===== src/rtl/drdy_capture_pkg.sv =====
// Shared types for the ready-triggered serial capture sequencer.
// Assumes: state codes outside the listed set are treated as illegal.
package drdy_capture_pkg;

    typedef enum logic [2:0] {
        ST_IDLE  = 3'd0,
        ST_LEAD  = 3'd1,
        ST_SHIFT = 3'd2,
        ST_TAIL  = 3'd3
    } seq_state_t;

endpackage


===== src/rtl/ready_edge_sync.sv =====
// Brings the asynchronous active-low ready line into the clock domain and
// produces a one-cycle pulse on each synchronized high-to-low change.
// Assumes: SYNC_STAGES >= 2; the line idles high.
module ready_edge_sync #(
    parameter int SYNC_STAGES = 2
) (
    input  logic clk,
    input  logic rst_n,
    input  logic line_n,
    output logic fall_pulse
);

    localparam int OLD_IDX = SYNC_STAGES - 1;
    localparam int NEW_IDX = SYNC_STAGES - 2;

    logic [SYNC_STAGES-1:0] chain_q;

    // Purpose: shift the raw line through the synchronizer flops (index 0 newest).
    always_ff @(posedge clk) begin
        if (!rst_n) begin
            chain_q <= '1;
        end else begin
            chain_q <= {chain_q[SYNC_STAGES-2:0], line_n};
        end
    end

    // Purpose: older stage high and newer stage low marks a falling change.
    always_comb begin
        fall_pulse = chain_q[OLD_IDX] & ~chain_q[NEW_IDX];
    end

endmodule


===== src/rtl/burst_sequencer.sv =====
// Single-process controller: idle, one lead cycle, 2*WORD_BITS shift cycles,
// one release cycle, then idle. Drives chip select, serial clock and the
// sample/finish strobes for the datapath.
// Assumes: start_i is a one-cycle pulse; it is ignored outside idle.
module burst_sequencer
    import drdy_capture_pkg::*;
#(
    parameter int WORD_BITS = 48
) (
    input  logic clk,
    input  logic rst_n,
    input  logic start_i,
    output logic busy_o,
    output logic cs_n_o,
    output logic sclk_o,
    output logic sample_o,
    output logic finish_o
);

    localparam int SHIFT_CYC = 2 * WORD_BITS;
    localparam int CNT_W     = $clog2(SHIFT_CYC);
    localparam logic [CNT_W-1:0] CNT_LAST = CNT_W'(SHIFT_CYC - 1);

    seq_state_t       state_q;
    logic [CNT_W-1:0] cnt_q;

    // Purpose: advance the burst sequence; undefined codes fall back to idle.
    always_ff @(posedge clk) begin
        if (!rst_n) begin
            state_q <= ST_IDLE;
            cnt_q   <= '0;
        end else begin
            case (state_q)
                ST_IDLE: begin
                    cnt_q <= '0;
                    if (start_i) state_q <= ST_LEAD;
                end
                ST_LEAD: begin
                    cnt_q   <= '0;
                    state_q <= ST_SHIFT;
                end
                ST_SHIFT: begin
                    if (cnt_q == CNT_LAST) begin
                        cnt_q   <= '0;
                        state_q <= ST_TAIL;
                    end else begin
                        cnt_q <= cnt_q + 1'b1;
                    end
                end
                ST_TAIL: begin
                    cnt_q   <= '0;
                    state_q <= ST_IDLE;
                end
                default: begin
                    cnt_q   <= '0;
                    state_q <= ST_IDLE;
                end
            endcase
        end
    end

    // Purpose: decode port-level outputs and datapath strobes from the state.
    always_comb begin
        busy_o   = (state_q != ST_IDLE);
        cs_n_o   = (state_q == ST_IDLE);
        sclk_o   = (state_q == ST_SHIFT) && cnt_q[0];
        sample_o = (state_q == ST_SHIFT) && !cnt_q[0];
        finish_o = (state_q == ST_TAIL);
    end

    // busy only rises after a synchronized trigger pulse.
    a_r2_busy_from_trigger: assert property (@(posedge clk) disable iff (!rst_n)
        $rose(busy_o) |-> $past(start_i));

    // a trigger during shifting must not restart the sequence.
    a_r4_no_restart: assert property (@(posedge clk) disable iff (!rst_n)
        (state_q == ST_SHIFT && start_i) |=> (state_q != ST_LEAD));

    // any undefined code is followed by idle.
    a_r9_illegal_recovers: assert property (@(posedge clk) disable iff (!rst_n)
        !(state_q inside {ST_IDLE, ST_LEAD, ST_SHIFT, ST_TAIL}) |=> (state_q == ST_IDLE));

endmodule


===== src/rtl/capture_shifter.sv =====
// Collects serial input bits, most significant first, and presents the
// completed word with a one-cycle valid strobe.
// Assumes: sample_i pulses exactly WORD_BITS times before finish_i.
module capture_shifter #(
    parameter int WORD_BITS = 48
) (
    input  logic                 clk,
    input  logic                 rst_n,
    input  logic                 miso_i,
    input  logic                 sample_i,
    input  logic                 finish_i,
    output logic [WORD_BITS-1:0] word_o,
    output logic                 valid_o
);

    logic [WORD_BITS-1:0] acc_q;

    // Purpose: shift in one bit per sample strobe.
    always_ff @(posedge clk) begin
        if (!rst_n) begin
            acc_q <= '0;
        end else if (sample_i) begin
            acc_q <= {acc_q[WORD_BITS-2:0], miso_i};
        end
    end

    // Purpose: publish the word and pulse valid when the burst finishes.
    always_ff @(posedge clk) begin
        if (!rst_n) begin
            word_o  <= '0;
            valid_o <= 1'b0;
        end else begin
            valid_o <= finish_i;
            if (finish_i) word_o <= acc_q;
        end
    end

    // valid never lasts longer than one cycle.
    a_r8_valid_single: assert property (@(posedge clk) disable iff (!rst_n)
        valid_o |=> !valid_o);

    // the word changes only with a valid strobe.
    a_r8_word_held: assert property (@(posedge clk) disable iff (!rst_n)
        !valid_o |-> $stable(word_o) || $past(!rst_n));

endmodule


===== src/rtl/drdy_spi_capture.sv =====
// Top level: ready-line edge synchronizer, burst controller and capture
// shifter. One burst per synchronized falling change of the ready line.
// Assumes: the ready line stays at each level for at least two clocks.
module drdy_spi_capture #(
    parameter int WORD_BITS   = 48,
    parameter int SYNC_STAGES = 2
) (
    input  logic                 clk,
    input  logic                 rst_n,
    input  logic                 ready_n_async,
    input  logic                 spi_miso,
    output logic                 spi_sclk,
    output logic                 spi_cs_n,
    output logic [WORD_BITS-1:0] word_out,
    output logic                 word_valid,
    output logic                 busy
);

    localparam int BURST_LEN = 2 * WORD_BITS + 2;
    localparam int MON_W     = $clog2(BURST_LEN + 2);

    logic trig;
    logic sample_en;
    logic finish;

    ready_edge_sync #(.SYNC_STAGES(SYNC_STAGES)) u_sync (
        .clk        (clk),
        .rst_n      (rst_n),
        .line_n     (ready_n_async),
        .fall_pulse (trig)
    );

    burst_sequencer #(.WORD_BITS(WORD_BITS)) u_ctrl (
        .clk      (clk),
        .rst_n    (rst_n),
        .start_i  (trig),
        .busy_o   (busy),
        .cs_n_o   (spi_cs_n),
        .sclk_o   (spi_sclk),
        .sample_o (sample_en),
        .finish_o (finish)
    );

    capture_shifter #(.WORD_BITS(WORD_BITS)) u_shift (
        .clk      (clk),
        .rst_n    (rst_n),
        .miso_i   (spi_miso),
        .sample_i (sample_en),
        .finish_i (finish),
        .word_o   (word_out),
        .valid_o  (word_valid)
    );

    // Assertion support: count serial clock rises and chip-select low cycles
    // within the current burst.
    logic             cs_q;
    logic             sclk_q;
    logic [MON_W-1:0] rise_cnt;
    logic [MON_W-1:0] low_cnt;

    // Purpose: track burst length and bit count as seen at the ports.
    always_ff @(posedge clk) begin
        if (!rst_n) begin
            cs_q     <= 1'b1;
            sclk_q   <= 1'b0;
            rise_cnt <= '0;
            low_cnt  <= '0;
        end else begin
            cs_q   <= spi_cs_n;
            sclk_q <= spi_sclk;
            if (cs_q && !spi_cs_n) begin
                rise_cnt <= '0;
                low_cnt  <= MON_W'(1);
            end else begin
                if (!spi_cs_n) low_cnt <= low_cnt + 1'b1;
                if (spi_sclk && !sclk_q) rise_cnt <= rise_cnt + 1'b1;
            end
        end
    end

    // a completed burst carries exactly WORD_BITS rising serial clocks.
    a_r6_bit_count: assert property (@(posedge clk) disable iff (!rst_n)
        word_valid |-> (rise_cnt == MON_W'(WORD_BITS)));

    // chip select was low for the full burst length.
    a_r7_burst_len: assert property (@(posedge clk) disable iff (!rst_n)
        word_valid |-> (low_cnt == MON_W'(BURST_LEN)));

    // the serial clock is low while chip select first goes active.
    a_r5_cs_lead: assert property (@(posedge clk) disable iff (!rst_n)
        (cs_q && !spi_cs_n) |-> !spi_sclk);

    // valid appears only after the burst, with the port idle.
    a_r8_valid_idle: assert property (@(posedge clk) disable iff (!rst_n)
        word_valid |-> (spi_cs_n && !busy));

endmodule


===== config.mk =====
export PLATFORM = sky130hd
export DESIGN_NAME = drdy_spi_capture
export DESIGN_NICKNAME = d
export VERILOG_FILES = /design/src/rtl/drdy_capture_pkg.sv /design/src/rtl/ready_edge_sync.sv /design/src/rtl/burst_sequencer.sv /design/src/rtl/capture_shifter.sv /design/src/rtl/drdy_spi_capture.sv
export SDC_FILE = /design/constraint.sdc
export NUM_CORES = 1
export LEC_CHECK = 0
export BUFFER_PORTS_ARGS = -buffer_cell sky130_fd_sc_hd__buf_2
export CORE_AREA = 2 2 120 122
export CTS_BUF_LIST = sky130_fd_sc_hd__clkbuf_16
export DETAILED_ROUTE_END_ITERATION = 7
export DIE_AREA = 0 0 122 124
export PLACE_DENSITY = 0.52
export RECOVER_POWER = 50
export SLEW_MARGIN = 0
export SYNTH_ARGS = -nofsm -noshare
export SYNTH_HDL_FRONTEND = slang
export SYNTH_SLANG_ARGS = --single-unit

===== constraint.sdc =====
create_clock -name clk -period 1.34 [get_ports clk]
set_input_delay 0.067 -clock clk [delete_from_list [all_inputs] [get_ports clk]]
set_output_delay 0.067 -clock clk [all_outputs]
set_load 0.02 [all_outputs]

==> results of run 1 <==
==> cell families (layout without fill, tap and decap cells) <==
| family | after synthesis | count (layout) |
|---|---|---|
| AO/OA/AOI/OAI | 52 | 52 |
| AND/OR/NAND/NOR | 170 | 170 |
| buffers and inverters | 31 | 94 |
| XOR/XNOR | 4 | 4 |
| flip-flops | 108 | 108 |
| multiplexers | 49 | 49 |
| adder cells (fa/ha/maj) | 4 | 4 |
==> power by group through the flow <==
stage | Sequential (uW) | Clock (uW) | Combinational (uW)
finish | 3290 | 2720 | 1340
global route | 3290 | 2950 | 1460
CTS | 3290 | 2830 | 1140
detailed placement | 3340 | 0 | 1070
global placement | 3340 | 0 | 1060
floorplan | 3350 | 0 | 667
==> cell usage in the layout (no fill, tap or decap), types with 2 or more instances in the layout <==
master,count
inv_1,4
nor2b_1,48
dfxtp_2,2
bufinv_16,2
a21boi_1,29
dlygate4sd3_1,2
buf_6,2
nand2_1,99
buf_4,9
inv_2,2
buf_12,8
nand3_1,3
buf_2,4
clkbuf_16,11
xor2_1,3
mux2i_1,49
clkbuf_1,49
dfxtp_1,105
nand2b_1,4
a21boi_0,19
ha_4,3
and3_1,2
nor2_1,6
==> per-stage QoR <==
step                      setup TNS [ns]  worst slack [ns]  total power, uW
after global routing            -0.03644         -0.006180             7706
after floorplan                 -0.01261          -0.01261             4013
after CTS                              0          0.007140             7255
final                                  0           0.05822             7342
after global placement                 0           0.03217             4400
after detailed placement        -0.01179          -0.01161             4417
==> area by class of cell <==
cell class | count | area [sq um]
Fill cell | 1397 | 8665
Sequential cell | 108 | 2168
Multi-Input combinational cell | 279 | 1826
Timing Repair Buffer | 76 | 524.3
Clock buffer | 9 | 225.2
Tap cell | 180 | 225.2
Clock inverter | 5 | 71.32
Inverter | 4 | 15.01
==> repair_timing <==
action	CTS	global route
buffers inserted	2	0
pin swaps	1	1
hold buffers	2	0
gates cloned	0	2
setup endpoints to repair	23	49
hold endpoints to repair	2	0
resized for setup	8	31
==> flip-flops by register name, indices dropped and copies added, names as in the netlist <==
name and flops:
u_shift.word_o 48, u_ctrl.cnt_q 7, u_ctrl.state_q 2, u_shift.valid_o 1
u_shift.acc_q 48, u_sync.chain_q 2
==> final timing paths <==
check / to / cells after the start
worst min-delay path: u_shift.word_o[19] / 2
worst max register to register: u_shift.acc_q[46] / 7
worst min register to register: u_sync.chain_q[1] / 1
worst max-delay path: u_shift.acc_q[46] / 7
==> per-layer routing <==
metal	global-route usage	up-vias	part of all wire	routed length, um
li1	-	1477	-	-
met1	0.1341	1275	0.50	3907
met2	0.1596	50	0.44	3457
met3	0.02564	11	0.040	313
met4	0.05819	0	0.023	182
met5	0	-	0	0
==> flow_metrics.py, run 1 <==
metrics = {
    "clocking": {
        "cts_buffer_depth": 2,
        "post_cts_clock_slew_at_the_launch_and_capture_registers_of_the_worst_setup_and_hold_paths_ns": 0.07,
        "h-tree-depth": 3,
        "tritoncts": "yes",
        "numClockSinks": 108,
        "cts_buf_count": 9,
        "worstSkewPairLatency_ns": 0.34,
        "root_buffer": "clkbuf_16",
    },
    "pwr": {
        "p_clk_frac": 0.370,
        "power.leakage_uw": 0.001621,
        "switching_power_as_a_share_of_total_power": 0.2528,
        "power.density_nw_per_um2": 1453,
        "power.internal_uw": 5486,
        "power.net_switching_uw": 1856,
        "power.sequential.fraction": 0.448,
        "power.combinational.fraction": 0.182,
        "vdd_ir_drop_max_v": 0.0006869,
    },
    "synthesis": {
        "top_post_synthesis_cells_by_count": "dfxtp_1, nand2_1, mux2i_1",
        "yosysMostFrequentCell": "dfxtp_1",
        "ys_ff_latch": 108,
        "synth_xor_xnor_area_share": 0.008600,
        "synth-seq-area-share": 0.5307,
        "netlist_instances": 418,
        "syn-mean-instance-area_sq_um": 9.746,
        "synth-main-ff-cell": "dfxtp_1",
        "synth_cell_type_count": 25,
        "ys.warnings.count": 0,
        "main_combinational_cell_family_by_area_after_synthesis": "simple AND/OR/NAND/NOR gates",
        "postSynthNetCount": 426,
        "mappedNetlistArea_sq_um": 4074,
        "async_reset_ff_frac": 0,
        "synth_compound_area_frac": 0.09582,
        "synth_enable_flop_cells": 0,
        "synth.area.mux_share": 0.1204,
        "netlist_top_cells_area": "dfxtp_1, mux2i_1, nand2_1",
        "post_synth_and_or_nand_nor_area_fraction": 0.1959,
        "netlist.area_leader.share": 0.5307,
        "synth_adder_area_share": 0.01229,
        "synth_largest_area_cell": "dfxtp_1",
    },
    "setup_path": {
        "worstSetupStartpointType": "flip-flop",
        "critical_path_buf_inv_count": 3,
        "critical_path_class": "flip-flop to flip-flop",
        "cp-startpoint": "u_ctrl.state_q[0]",
        "rrSetupSlack_ns": 0.06,
        "critical_path.max_fanout": 15,
        "wp_data_required_ns": 1.61,
        "worst_ep_arrival_time_ns": 1.55,
        "worst_path_max_delay_cell": "dfxtp_2",
        "crit_path_cell_trace": "inv_2, ha_4, buf_4, nand2b_4, clkbuf_16, nand2_1, a21boi_1",
        "worstSetupEndpointType": "flip-flop",
        "worstReg2RegStart": "u_ctrl.state_q[0]",
        "critPathMaxStageDelay_ns": 0.34,
        "critPathTopFamily": "buffers and inverters",
    },
    "hold_path": {
        "hold_start": "rst_n",
        "worstHoldPathType": "primary input to flip-flop",
    },
    "place": {
        "routability_driven_placement_congestion_ratio": 0.6758,
        "place_hpwl_mm": 4.927,
        "placedInstanceArea_sq_um": 4673,
        "io_buffers": 55,
        "dp_cells": 641,
    },
    "sta": {
        "final_max_slew_viol_count": 0,
        "hold_viol": 0,
        "fin_crit_ns": 1.282,
        "slew_headroom": 0.8252,
        "setup_viol": 0,
        "holdWs_ns": 0.08476,
        "slew_at_the_pin_closest_to_its_max_slew_limit_ns": 0.2633,
        "highest_attainable_clock_frequency_mhz": 780.2,
        "clock-skew-final_ns": 0.007697,
        "grt_setup_unrepaired": "true",
        "post-route-period-util": 0.9565,
    },
    "final_layout": {
        "fin_area_sq_um": 5055,
        "utilization": 0.3684,
        "flow.area_growth_from_synthesis_pct": 24.08,
        "final_cell_count_no_fill": 661,
        "antennaDiodeCount": 0,
        "number_of_nets_in_the_layout": 486,
        "post_route_cells_drive_above_1_share": 0.1040,
    },
    "die": {
        "std_cell_rows": 43,
        "y_dimension_of_the_die_um": 124,
        "floorplan.die.width_um": 122,
        "initial_utilization": 0.2969,
        "dieArea_sq_um": 15130,
        "core_area_sq_um": 13720,
        "i_o_pin_total": 56,
    },
    "detailed_routing": {
        "drt_pass1_iterations": 4,
        "ant_nets": 0,
        "detail_route.iter0.violations": 128,
        "route.detailed.drc": 0,
        "via_count": 2813,
        "wl_per_cell_um": 11.89,
        "wl_mm": 7.860,
        "routed_via_density": 4.256,
    },
    "run": {
        "max_cap_viol_count": 0,
    },
    "global_route": {
        "grt_pass1_vias": 2548,
        "grt_max_degree": 56,
        "grt.overflow.total": 0,
        "wire_length_of_the_first_global_routing_pass_mm": 12.25,
        "grt_antenna_before_repair": 0,
        "overall_global_routing_resource_usage": 0.1041,
    },
    "status": {
        "outcome": "finished clean",
    },
}
Power figures use the tool's default switching activity.
==> run 2, diff against run 1 <==
Settings changed: CORE_AREA 2 2 120 122 to 2 2 122 124, DIE_AREA 0 0 122 124 to 0 0 124 126, SYNTH_HIERARCHICAL set to 1.
==> run 2 against run 1 <==
Net effect:
- critical endpoint is now u_shift/acc_q[37]
- clock skew decreased by 0.0020 ns
- the flow now finishes with violations (negative setup slack)
- final area increased by 3.7%
- power decreased by 0.96%
- register-to-register slack got worse by 0.11 ns
- utilization decreased by 0.22 points
- via count decreased by 5.1%
- critical path type unchanged
- critical path depth unchanged
- cell count decreased by 5.3%
- clock power decreased by 6%
==> flow_metrics.py, run 2 <==
metrics = {
    "die": {
        "core_area_sq_um": 14310,
        "y_dimension_of_the_die_um": 126,
        "i_o_pin_total": 56,
        "std_cell_rows": 44,
        "dieArea_sq_um": 15620,
        "initial_utilization": 0.2948,
        "floorplan.die.width_um": 124,
    },
    "sta": {
        "post-route-period-util": 1.041,
        "fin_crit_ns": 1.395,
        "hold_viol": 0,
        "setup_viol": 25,
        "highest_attainable_clock_frequency_mhz": 716.8,
        "tns_ns": -0.3181,
        "slew_at_the_pin_closest_to_its_max_slew_limit_ns": 0.7021,
        "worst_slack_ns": -0.05513,
        "final_max_slew_viol_count": 0,
        "grt_setup_unrepaired": "true",
        "slew_headroom": 0.5320,
        "clock-skew-final_ns": 0.005656,
    },
    "synthesis": {
        "netlist.area_leader.share": 0.5123,
        "synth_enable_flop_cells": 0,
        "mappedNetlistArea_sq_um": 4220,
        "async_reset_ff_frac": 0,
        "synth_largest_area_cell": "dfxtp_1",
        "ys.warnings.count": 6,
        "top_post_synthesis_cells_by_count": "dfxtp_1, nor2b_1, mux2i_1",
        "synth-main-ff-cell": "dfxtp_1",
        "netlist_instances": 369,
        "yosysMostFrequentCell": "dfxtp_1",
        "ys_ff_latch": 108,
        "netlist_top_cells_area": "dfxtp_1, mux2i_1, nor2b_1",
        "synth-seq-area-share": 0.5123,
        "synth_cell_type_count": 24,
        "postSynthNetCount": 378,
        "syn-mean-instance-area_sq_um": 11.44,
    },
    "place": {
        "placedInstanceArea_sq_um": 4743,
        "place_hpwl_mm": 4.911,
        "routability_driven_placement_congestion_ratio": 0.6652,
        "dp_cells": 598,
        "io_buffers": 55,
    },
    "detailed_routing": {
        "detail_route.iter0.violations": 66,
        "drt_pass1_iterations": 4,
        "routed_via_density": 4.264,
        "route.detailed.drc": 0,
        "wl_mm": 8.240,
        "via_count": 2669,
        "wl_per_cell_um": 13.16,
        "ant_nets": 0,
    },
    "setup_path": {
        "worstSetupEndpointType": "flip-flop",
        "timing.rr.end": "u_shift/acc_q[37]",
        "worstSetupStartpointType": "flip-flop",
        "reg2regPathDepth": 7,
        "critical_path_class": "flip-flop to flip-flop",
        "worstReg2RegStart": "u_ctrl/state_q[0]",
        "worst_ep_arrival_time_ns": 1.63,
        "wp_data_required_ns": 1.57,
        "critical_path.max_fanout": 10,
        "cp-startpoint": "u_ctrl/state_q[0]",
        "rrSetupSlack_ns": -0.06,
    },
    "clocking": {
        "cts_buffer_depth": 2,
        "worstSkewPairLatency_ns": 0.34,
        "tritoncts": "yes",
        "numClockSinks": 108,
        "post_cts_clock_slew_at_the_launch_and_capture_registers_of_the_worst_setup_and_hold_paths_ns": 0.07,
        "root_buffer": "clkbuf_16",
        "cts_buf_count": 9,
        "h-tree-depth": 3,
    },
    "global_route": {
        "grt_antenna_before_repair": 0,
        "grt.overflow.total": 0,
        "grt_max_degree": 52,
        "grt_pass1_vias": 2495,
        "wire_length_of_the_first_global_routing_pass_mm": 12.44,
        "overall_global_routing_resource_usage": 0.1015,
    },
    "hold_path": {
        "holdPathStages": 2,
        "hold_start": "rst_n",
        "hold-path-endpoint": "u_sync/chain_q[0]",
        "worstHoldPathType": "primary input to flip-flop",
    },
    "final_layout": {
        "post_route_cells_drive_above_1_share": 0.1357,
        "filler_cell_count": 1464,
        "antennaDiodeCount": 0,
        "registers_with_the_highest_flip_flop_counts": "u_shift/acc_q (48), u_shift/word_o (48), u_ctrl/cnt_q (7)",
        "flow.area_growth_from_synthesis_pct": 24.22,
        "layout.cells.most_common_list": "dfxtp_1, nor2b_1, mux2i_1",
        "final_cell_count_no_fill": 626,
        "number_of_nets_in_the_layout": 446,
        "fin_area_sq_um": 5243,
        "commonest_non_fill_non_tap_cell_in_the_layout": "dfxtp_1",
    },
    "run": {
        "max_cap_viol_count": 0,
    },
    "pwr": {
        "vdd_ir_drop_max_v": 0.0007594,
        "power.internal_uw": 5461,
        "power.sequential.fraction": 0.453,
        "power.net_switching_uw": 1810,
        "power.combinational.fraction": 0.196,
        "p_clk_frac": 0.351,
        "power.leakage_uw": 0.001692,
        "switching_power_as_a_share_of_total_power": 0.2490,
        "power.density_nw_per_um2": 1387,
    },
    "status": {
        "outcome": "finished with violations",
        "violated_checks": "negative setup slack",
    },
}
[run 2: cell count changes after synthesis, moves of 3 or more]
| cell | delta |
|---|---|
| a41o_1 | +3 |
| buf_2 | -6 |
| buf_12 | +3 |
| nor2b_1 | +50 |
| mux2i_1 | +47 |
| nor2_1 | +3 |
| a21boi_1 | -9 |
| a21boi_0 | -39 |
| nand2_1 | -96 |
| clkbuf_1 | -6 |
[run 2: cell type report]
cell class | count | area [sq um] | area share
Timing Repair Buffer | 79 | 618.1 | 0.1179
Clock inverter | 7 | 60.06 | 0.01146
Inverter | 5 | 18.77 | 0.003580
Sequential cell | 108 | 2168 | 0.4136
Tap cell | 184 | 230.2 | 0.04391
Clock buffer | 9 | 225.2 | 0.04296
Multi-Input combinational cell | 234 | 1922 | 0.3666
[run 2: kinds of logic (layout without fill, tap and decap cells)]
logic type / after synthesis / after routing / synth area share
AOI/OAI and AO/OA: 7 / 7 / 0.01423
adders and majority gates: 5 / 5 / 0.01482
buffers and inverters: 27 / 100 / 0.04833
xor gates and xnor gates: 4 / 4 / 0.008303
muxes: 96 / 96 / 0.2277
and+or+nand+nor: 122 / 122 / 0.1743
DFF: 108 / 108 / 0.5123
[run 2: power groups by stage]
stage,Combinational [uW],Sequential (uW),Clock (uW)
final,1430,3290,2550
after global routing,1520,3300,2800
after CTS,1080,3280,2680
after detailed placement,1060,3360,0
after global placement,1030,3360,0
after floorplan,872,3360,0
[run 2: how the worst max path moves through the flow]
stage | slack, ns | depth (start not counted) | end
finish | -0.06 | 7 | u_shift/acc_q[37]
global route | -0.13 | 7 | u_shift/acc_q[37]
CTS | -0.03 | 5 | spi_sclk
detailed placement | -0.009 | 5 | u_ctrl/state_q[0]
global placement | 0.02 | 5 | u_ctrl/state_q[1]
floorplan | -0.06 | 8 | u_shift/acc_q[26]
[run 2: metal layers]
layer,up-vias,track usage,wire length (um)
met5,-,0,0
met4,0,0.04362,124
met3,8,0.04031,449
met2,53,0.1493,3703
met1,1246,0.1313,3962
li1,1362,-,-
[run 2: what timing repair did]
action,4_1_cts,5_1_grt
cloned,0,8
hold endpoints to repair,2,0
setup buffers,1,1
hold buffers,2,0
pin swaps,0,1
endpoints found under the setup margin,24,78
gates resized for setup,5,7
[run 2: stage by stage]
stage / hold slack [ns] / power, uW / utilization / setup WS (ns)
after floorplan: 0.1400 / 4230 / - / -0.05732
after global placement: 0.2603 / 4389 / 0.3314 / 0.02168
after detailed placement: 0.2631 / 4415 / 0.3314 / -0.008786
after CTS: 0.001296 / 7045 / 0.3542 / -0.02899
after global routing: 0.01866 / 7621 / 0.3663 / -0.1301
final: 0.01985 / 7271 / 0.3663 / -0.05513
[run 2: worst max-delay path, cell delays in order (launching register included)]
cell and delay [ns]:
dfxtp_2 0.33, inv_2 0.07, ha_4 0.13, nor2b_4 0.15, buf_12 0.15, clkbuf_16 0.18
mux2i_1 0.20, nor2b_1 0.07
